--- config.mk ---
export PLATFORM = sky130hd
export DESIGN_NAME = scan_sel
export DESIGN_NICKNAME = d
export VERILOG_FILES = /design/src/rtl/scan_sel_pkg.sv /design/src/rtl/scan_legacy_calc.sv /design/src/rtl/scan_fmt_decode.sv /design/src/rtl/scan_sel.sv
export SDC_FILE = /design/constraint.sdc
export NUM_CORES = 1
export LEC_CHECK = 0
export BUFFER_PORTS_ARGS = -buffer_cell sky130_fd_sc_hd__clkbuf_2
export CORE_AREA = 2 2 72 91
export CTS_BUF_LIST = sky130_fd_sc_hd__clkbuf_8
export CTS_CLUSTER_SIZE = 14
export DETAILED_ROUTE_END_ITERATION = 16
export DIE_AREA = 0 0 74 93
export PLACE_DENSITY = 0.8
export RECOVER_POWER = 50
export SYNTH_ARGS = -nofsm -noshare
export SYNTH_HDL_FRONTEND = slang
export SYNTH_SLANG_ARGS = --single-unit
--- constraint.sdc ---
create_clock -name clk_i -period 2.76 [get_ports clk_i]
set_input_delay 0.138 -clock clk_i [delete_from_list [all_inputs] [get_ports clk_i]]
set_output_delay 0.138 -clock clk_i [all_outputs]
set_load 0.005 [all_outputs]
--- src/rtl/scan_sel_pkg.sv ---
package scan_sel_pkg;
  typedef enum logic [2:0] {
    FMT_8_DBL = 3'd0,
    FMT_8     = 3'd1,
    FMT_15    = 3'd2,
    FMT_16    = 3'd3,
    FMT_24    = 3'd4,
    FMT_32    = 3'd5
  } fmt_e;

  localparam int unsigned LEG_PITCH_W = 13;  // 10-bit word count << 3
  localparam int unsigned LEG_ADDR_W  = 21;
endpackage

--- src/rtl/scan_legacy_calc.sv ---
module scan_legacy_calc
  import scan_sel_pkg::*;
#(
  parameter int unsigned PITCH_W = 16,
  parameter int unsigned ADDR_W  = 24
) (
  input  logic [7:0]         offset_i,
  input  logic [7:0]         pitch_ext_i,
  input  logic [7:0]         misc_i,
  input  logic [7:0]         start_lo_i,
  input  logic [7:0]         start_hi_i,
  input  logic [7:0]         start_ext_i,
  output logic [PITCH_W-1:0] pitch_o,
  output logic [ADDR_W-1:0]  start_o
);
  logic [1:0] hi_bits;
  logic       unused_bits;

  assign unused_bits = ^{pitch_ext_i[7:6], pitch_ext_i[3:0], misc_i[7:3], misc_i[1:0],
                         start_ext_i[7:5]};

  // primary extension field, falling back to the single misc bit
  always_comb begin
    if (pitch_ext_i[5:4] != 2'b00) hi_bits = pitch_ext_i[5:4];
    else                           hi_bits = {1'b0, misc_i[2]};
  end

  always_comb begin
    pitch_o = '0;
    pitch_o[LEG_PITCH_W-1:0] = {hi_bits, offset_i, 3'b000};
    start_o = '0;
    start_o[LEG_ADDR_W-1:0] = {start_ext_i[4:0], start_hi_i, start_lo_i};
  end
endmodule

--- src/rtl/scan_fmt_decode.sv ---
module scan_fmt_decode
  import scan_sel_pkg::*;
#(
  parameter int unsigned BPP_W = 8
) (
  input  logic             ext_en_i,
  input  logic [BPP_W-1:0] bpp_i,
  output fmt_e             fmt_o,
  output logic             pal_o
);
  always_comb begin
    if (!ext_en_i) begin
      fmt_o = FMT_8_DBL;
    end else begin
      case (bpp_i)
        BPP_W'(15): fmt_o = FMT_15;
        BPP_W'(16): fmt_o = FMT_16;
        BPP_W'(24): fmt_o = FMT_24;
        BPP_W'(32): fmt_o = FMT_32;
        default:    fmt_o = FMT_8;
      endcase
    end
    pal_o = (fmt_o == FMT_8_DBL) || (fmt_o == FMT_8);
  end
endmodule

--- src/rtl/scan_sel.sv ---
module scan_sel
  import scan_sel_pkg::*;
#(
  parameter int unsigned PITCH_W = 16,
  parameter int unsigned ADDR_W  = 24
) (
  input  logic               clk_i,
  input  logic               rst_ni,
  input  logic               frame_start_i,
  input  logic               ext_en_i,
  input  logic [PITCH_W-1:0] ext_pitch_i,
  input  logic [ADDR_W-1:0]  ext_start_i,
  input  logic [7:0]         ext_bpp_i,
  input  logic [7:0]         crtc_offset_i,
  input  logic [7:0]         crtc_pitch_ext_i,
  input  logic [7:0]         crtc_misc_i,
  input  logic [7:0]         crtc_start_lo_i,
  input  logic [7:0]         crtc_start_hi_i,
  input  logic [7:0]         crtc_start_ext_i,
  output logic [PITCH_W-1:0] pitch_o,
  output logic [ADDR_W-1:0]  start_o,
  output logic [2:0]         fmt_o,
  output logic               pal_needed_o,
  output logic               full_update_o
);
  logic [PITCH_W-1:0] leg_pitch, nxt_pitch, pitch_q;
  logic [ADDR_W-1:0]  leg_start, nxt_start, start_q;
  fmt_e               nxt_fmt, fmt_q;
  logic               nxt_pal, pal_q, upd_q, changed;

  scan_legacy_calc #(.PITCH_W(PITCH_W), .ADDR_W(ADDR_W)) u_legacy (
    .offset_i    (crtc_offset_i),
    .pitch_ext_i (crtc_pitch_ext_i),
    .misc_i      (crtc_misc_i),
    .start_lo_i  (crtc_start_lo_i),
    .start_hi_i  (crtc_start_hi_i),
    .start_ext_i (crtc_start_ext_i),
    .pitch_o     (leg_pitch),
    .start_o     (leg_start)
  );

  scan_fmt_decode #(.BPP_W(8)) u_fmt (
    .ext_en_i (ext_en_i),
    .bpp_i    (ext_bpp_i),
    .fmt_o    (nxt_fmt),
    .pal_o    (nxt_pal)
  );

  assign nxt_pitch = ext_en_i ? ext_pitch_i : leg_pitch;
  assign nxt_start = ext_en_i ? ext_start_i : leg_start;
  assign changed   = (nxt_pitch != pitch_q) || (nxt_start != start_q) || (nxt_fmt != fmt_q);

  // shadow registers reload only at the frame boundary
  always_ff @(posedge clk_i or negedge rst_ni) begin
    if (!rst_ni) begin
      pitch_q <= '0;
      start_q <= '0;
      fmt_q   <= FMT_8_DBL;
      pal_q   <= 1'b1;
      upd_q   <= 1'b0;
    end else begin
      upd_q <= frame_start_i && changed;
      if (frame_start_i) begin
        pitch_q <= nxt_pitch;
        start_q <= nxt_start;
        fmt_q   <= nxt_fmt;
        pal_q   <= nxt_pal;
      end
    end
  end

  assign pitch_o       = pitch_q;
  assign start_o       = start_q;
  assign fmt_o         = fmt_q;
  assign pal_needed_o  = pal_q;
  assign full_update_o = upd_q;

  p_hold_r8: assert property (@(posedge clk_i) disable iff (!rst_ni)
    !frame_start_i |=> $stable({pitch_q, start_q, fmt_q, pal_q}));

  p_upd_after_strobe_r9: assert property (@(posedge clk_i) disable iff (!rst_ni)
    full_update_o |-> $past(frame_start_i));

  p_change_flags_r9: assert property (@(posedge clk_i) disable iff (!rst_ni)
    !$stable({pitch_q, start_q, fmt_q}) |-> full_update_o);

  p_legacy_aligned_r2: assert property (@(posedge clk_i) disable iff (!rst_ni)
    (frame_start_i && !ext_en_i) |=> (pitch_o[2:0] == 3'b000));

  p_legacy_fmt_r7: assert property (@(posedge clk_i) disable iff (!rst_ni)
    (frame_start_i && !ext_en_i) |=> (pal_needed_o && fmt_o == 3'd0));

  p_ext_pitch_r5: assert property (@(posedge clk_i) disable iff (!rst_ni)
    (frame_start_i && ext_en_i) |=> (pitch_o == $past(ext_pitch_i)));
endmodule

==> results.cfg <==
[yosys]
synth-edff-count = 0
synth_flop_cell = dfrtp_1
ys_top_cells_by_count = dfrtp_1 (44), nor2_1 (33), a21oi_1 (32)
synth_top_area_cell = dfrtp_1
syn_inst = 287
post_synth_instance_area_sq_mm = 0.002686
async_flop_share_pct = 100.0
synth_seq_area_share_pct = 41.97
yosysUniqueCellTypes = 43
area_contributors_post_synth = dfrtp_1 (41%), mux2i_1 (11%), xnor2_1 (9.5%)
yosysWarningCount = 0
synth_fp_nets = 387
ys_seq_elements = 45
avgSynthCellArea_sq_um = 9.360
synthDominantCellAreaShare_pct = 40.99
post-synth-top-count-cell = dfrtp_1

[timing]
skew_ns = 0.004466
finalWorstSetupSlack_ns = 0.5690
grt_setup_unrepaired = no
sum_of_negative_setup_slack_ns = 0
finalWorstPathRequiredPeriod_ns = 2.191
final.period_utilization_pct = 79.38
finalMaxSlewViolations = 46
setup-violations-final = 0
clock.fmax_ghz = 0.4564
relSlewSlack_pct = -61.12
hold_violations = 0
worst_slew_pin_slew_ns = 2.417

[setup_path]
critical_path.reg2reg.startpoint = pitch_o[2]
cp_data_arrival_time_ns = 2.36
crit_path_end_kind = flip-flop
r2r.worst_path.cells = 6
cp_class = reg -> reg
timing.critical_path.from_type = flip-flop
worstReg2RegEnd = full_update_o
regToRegSetupSlack_ns = 0.57
crit_required_ns = 2.93
critical_path_peak_fanout = 3

[route]
drt-initial-drc-count = 115
total_wire_length_after_detailed_routing_um = 6393
ant_nets = 0
post-route-drc-count = 0
post_drt_wl_per_cell_um = 12.86
detail_route.first_pass.iterations = 5
avgViaCountPerCell = 5.074
routed-via-count = 2522

[floorplanning]
die_height_um = 93
dieArea_sq_mm = 0.006882
boundaryPins = 145
die_w_um = 74
cell_row_count = 32
initial_standard_cell_utilization_of_the_core_pct = 44.43
placeableCoreArea_sq_mm = 0.006046

[clocking]
ctsHtreeMaxLevel = 2
cts_hold_buffers = 0
clock_latency_ns = 0.29
cts_made_buffers = 5
cts_post_setup_buffers_inserted = 0
tritoncts = yes
cts_root_cell = clkbuf_8
worst_path_clk_slew_ns = 0.08
post_cts.resized_instances = 0
clock_tree.buffer_depth = 2
clock_sinks = 45

[run]
max_cap_viol_count = 1

[status]
failing_checks = max-capacitance violations, max-slew violations
status = complete, but fails checks

[global_route]
antenna_violations_before_repair = 0
grt_overflow_total = 0
grt_first_pass_wirelength_um = 10250
pin_count_of_the_biggest_net_entering_global_routing = 53
grt.total_usage_pct = 18.97
grt_pass1_vias = 2308

[cells_and_area]
finish.instance_area_sq_mm = 0.003467
instances_no_fill = 497
layout_net_count = 511
area_delta_synth_final_pct = 29.06
layout-drive-gt1-share_pct = 31.80
diodes = 0

[placed_design]
pre_cts_ws_ns = 0.2670
dp.final_hpwl_um = 5025
area_post_placement_sq_mm = 0.003403
placedCellCount = 489
finalWeightedCongestion = 0.8782
placement.io_buffers = 128

[power_and_ir_drop]
power-per-cell-area_mw_per_mm2 = 453.7
p_leak_nw = 1.676
vdd_drop_max_v = 0.0002640
fin_total_pwr_mw = 1.573

[worst_hold_path]
whs_path_depth = 3
hold_path_end = pitch_o[0]
min_path_type = in -> reg
hold_path.startpoint = ext_pitch_i[0]
[per-layer routing]
| metal | up-vias | GRT usage (%) | wire length [um] |
|---|---|---|---|
| met2 | 90 | 32.81 | 3282 |
| met3 | 10 | 3.448 | 369 |
| li1 | 1256 | - | - |
| met1 | 1166 | 23.02 | 2647 |
| met4 | 0 | 7.121 | 93 |
| met5 | - | 0 | 0 |
[area by class of cell]
class,instances,area (sq um)
Clock inverter,3,11.26
Timing Repair Buffer,133,686.9
Clock buffer,5,68.82
Multi-Input combinational cell,209,1403
Tap cell,85,106.4
Sequential cell,45,1127
Inverter,17,63.81
Fill cell,544,2579
[flip-flops by register name, indices dropped and copies added (netlist names)]
register,flops
start_o,24
full_update_o,1
pal_needed_o,1
pitch_o,16
fmt_o,3
[metrics by stage]
stage / util [%] / hold slack (ns)
2_1_floorplan: - / -0.1576
3_3_place_gp: 56.29 / 0.4035
3_5_place_dp: 56.29 / 0.4084
4_1_cts: 57.62 / 0.08757
5_1_grt: 57.35 / 0.1244
6_report: 57.35 / 0.1119
[logic make-up (layout without fill, tap and decap cells)]
| family | count (synthesis) | count (layout) | synth area share (%) |
|---|---|---|---|
| multiplexers | 33 | 33 | 12.53 |
| flip-flops | 45 | 45 | 41.97 |
| buffers and inverters | 33 | 158 | 5.822 |
| AO/OA/AOI/OAI | 66 | 66 | 14.72 |
| XOR/XNOR | 34 | 34 | 11.09 |
| AND/OR/NAND/NOR | 76 | 76 | 13.88 |
[worst max path at each step]
stage | startpoint | to | slack [ns] | cells after the start
final | pitch_o[2] | full_update_o | 0.57 | 6
after global routing | rst_ni | pitch_o[11] | 0.27 | 1
after CTS | pitch_o[2] | full_update_o | 0.56 | 6
after detailed placement | ext_en_i | full_update_o | 0.27 | 8
after global placement | ext_en_i | full_update_o | 0.32 | 8
after floorplan | pitch_o[2] | full_update_o | 0.78 | 6
[worst max-delay path, cell delays in order (launching register included)]
cell	delay (ns)
dfrtp_1	0.39
inv_1	0.08
a221o_1	0.41
a2111oi_2	0.36
nand4_1	0.13
or3_1	0.34
o41a_1	0.37
[cell usage in the layout (no fill, tap or decap), types with 2 or more instances in the layout]
master	synthesis	final
clkbuf_2	0	115
nand2_1	6	6
inv_1	17	20
nor3_1	2	2
nand3_1	16	16
mux2i_1	30	30
nor2_1	33	33
clkbuf_1	9	11
clkbuf_8	0	5
buf_1	2	2
xor2_1	5	5
mux2_2	2	2
nor2b_1	2	2
a222oi_1	2	2
o21ai_0	17	17
xnor2_1	29	29
o22ai_1	3	3
nor4_1	5	5
a21oi_1	32	32
o2111ai_1	2	2
nand3b_1	2	2
buf_4	2	3
dfrtp_1	44	44
a32oi_1	3	3
nand4_1	2	2
buf_12	1	2
[where the power goes]
group / switching, mW / internal (mW) / total, mW
clock: 0.206 / 0.169 / 0.375
combinational: 0.206 / 0.209 / 0.415
sequential: 0.0610 / 0.722 / 0.783
(Power assumes the default switching activity.)
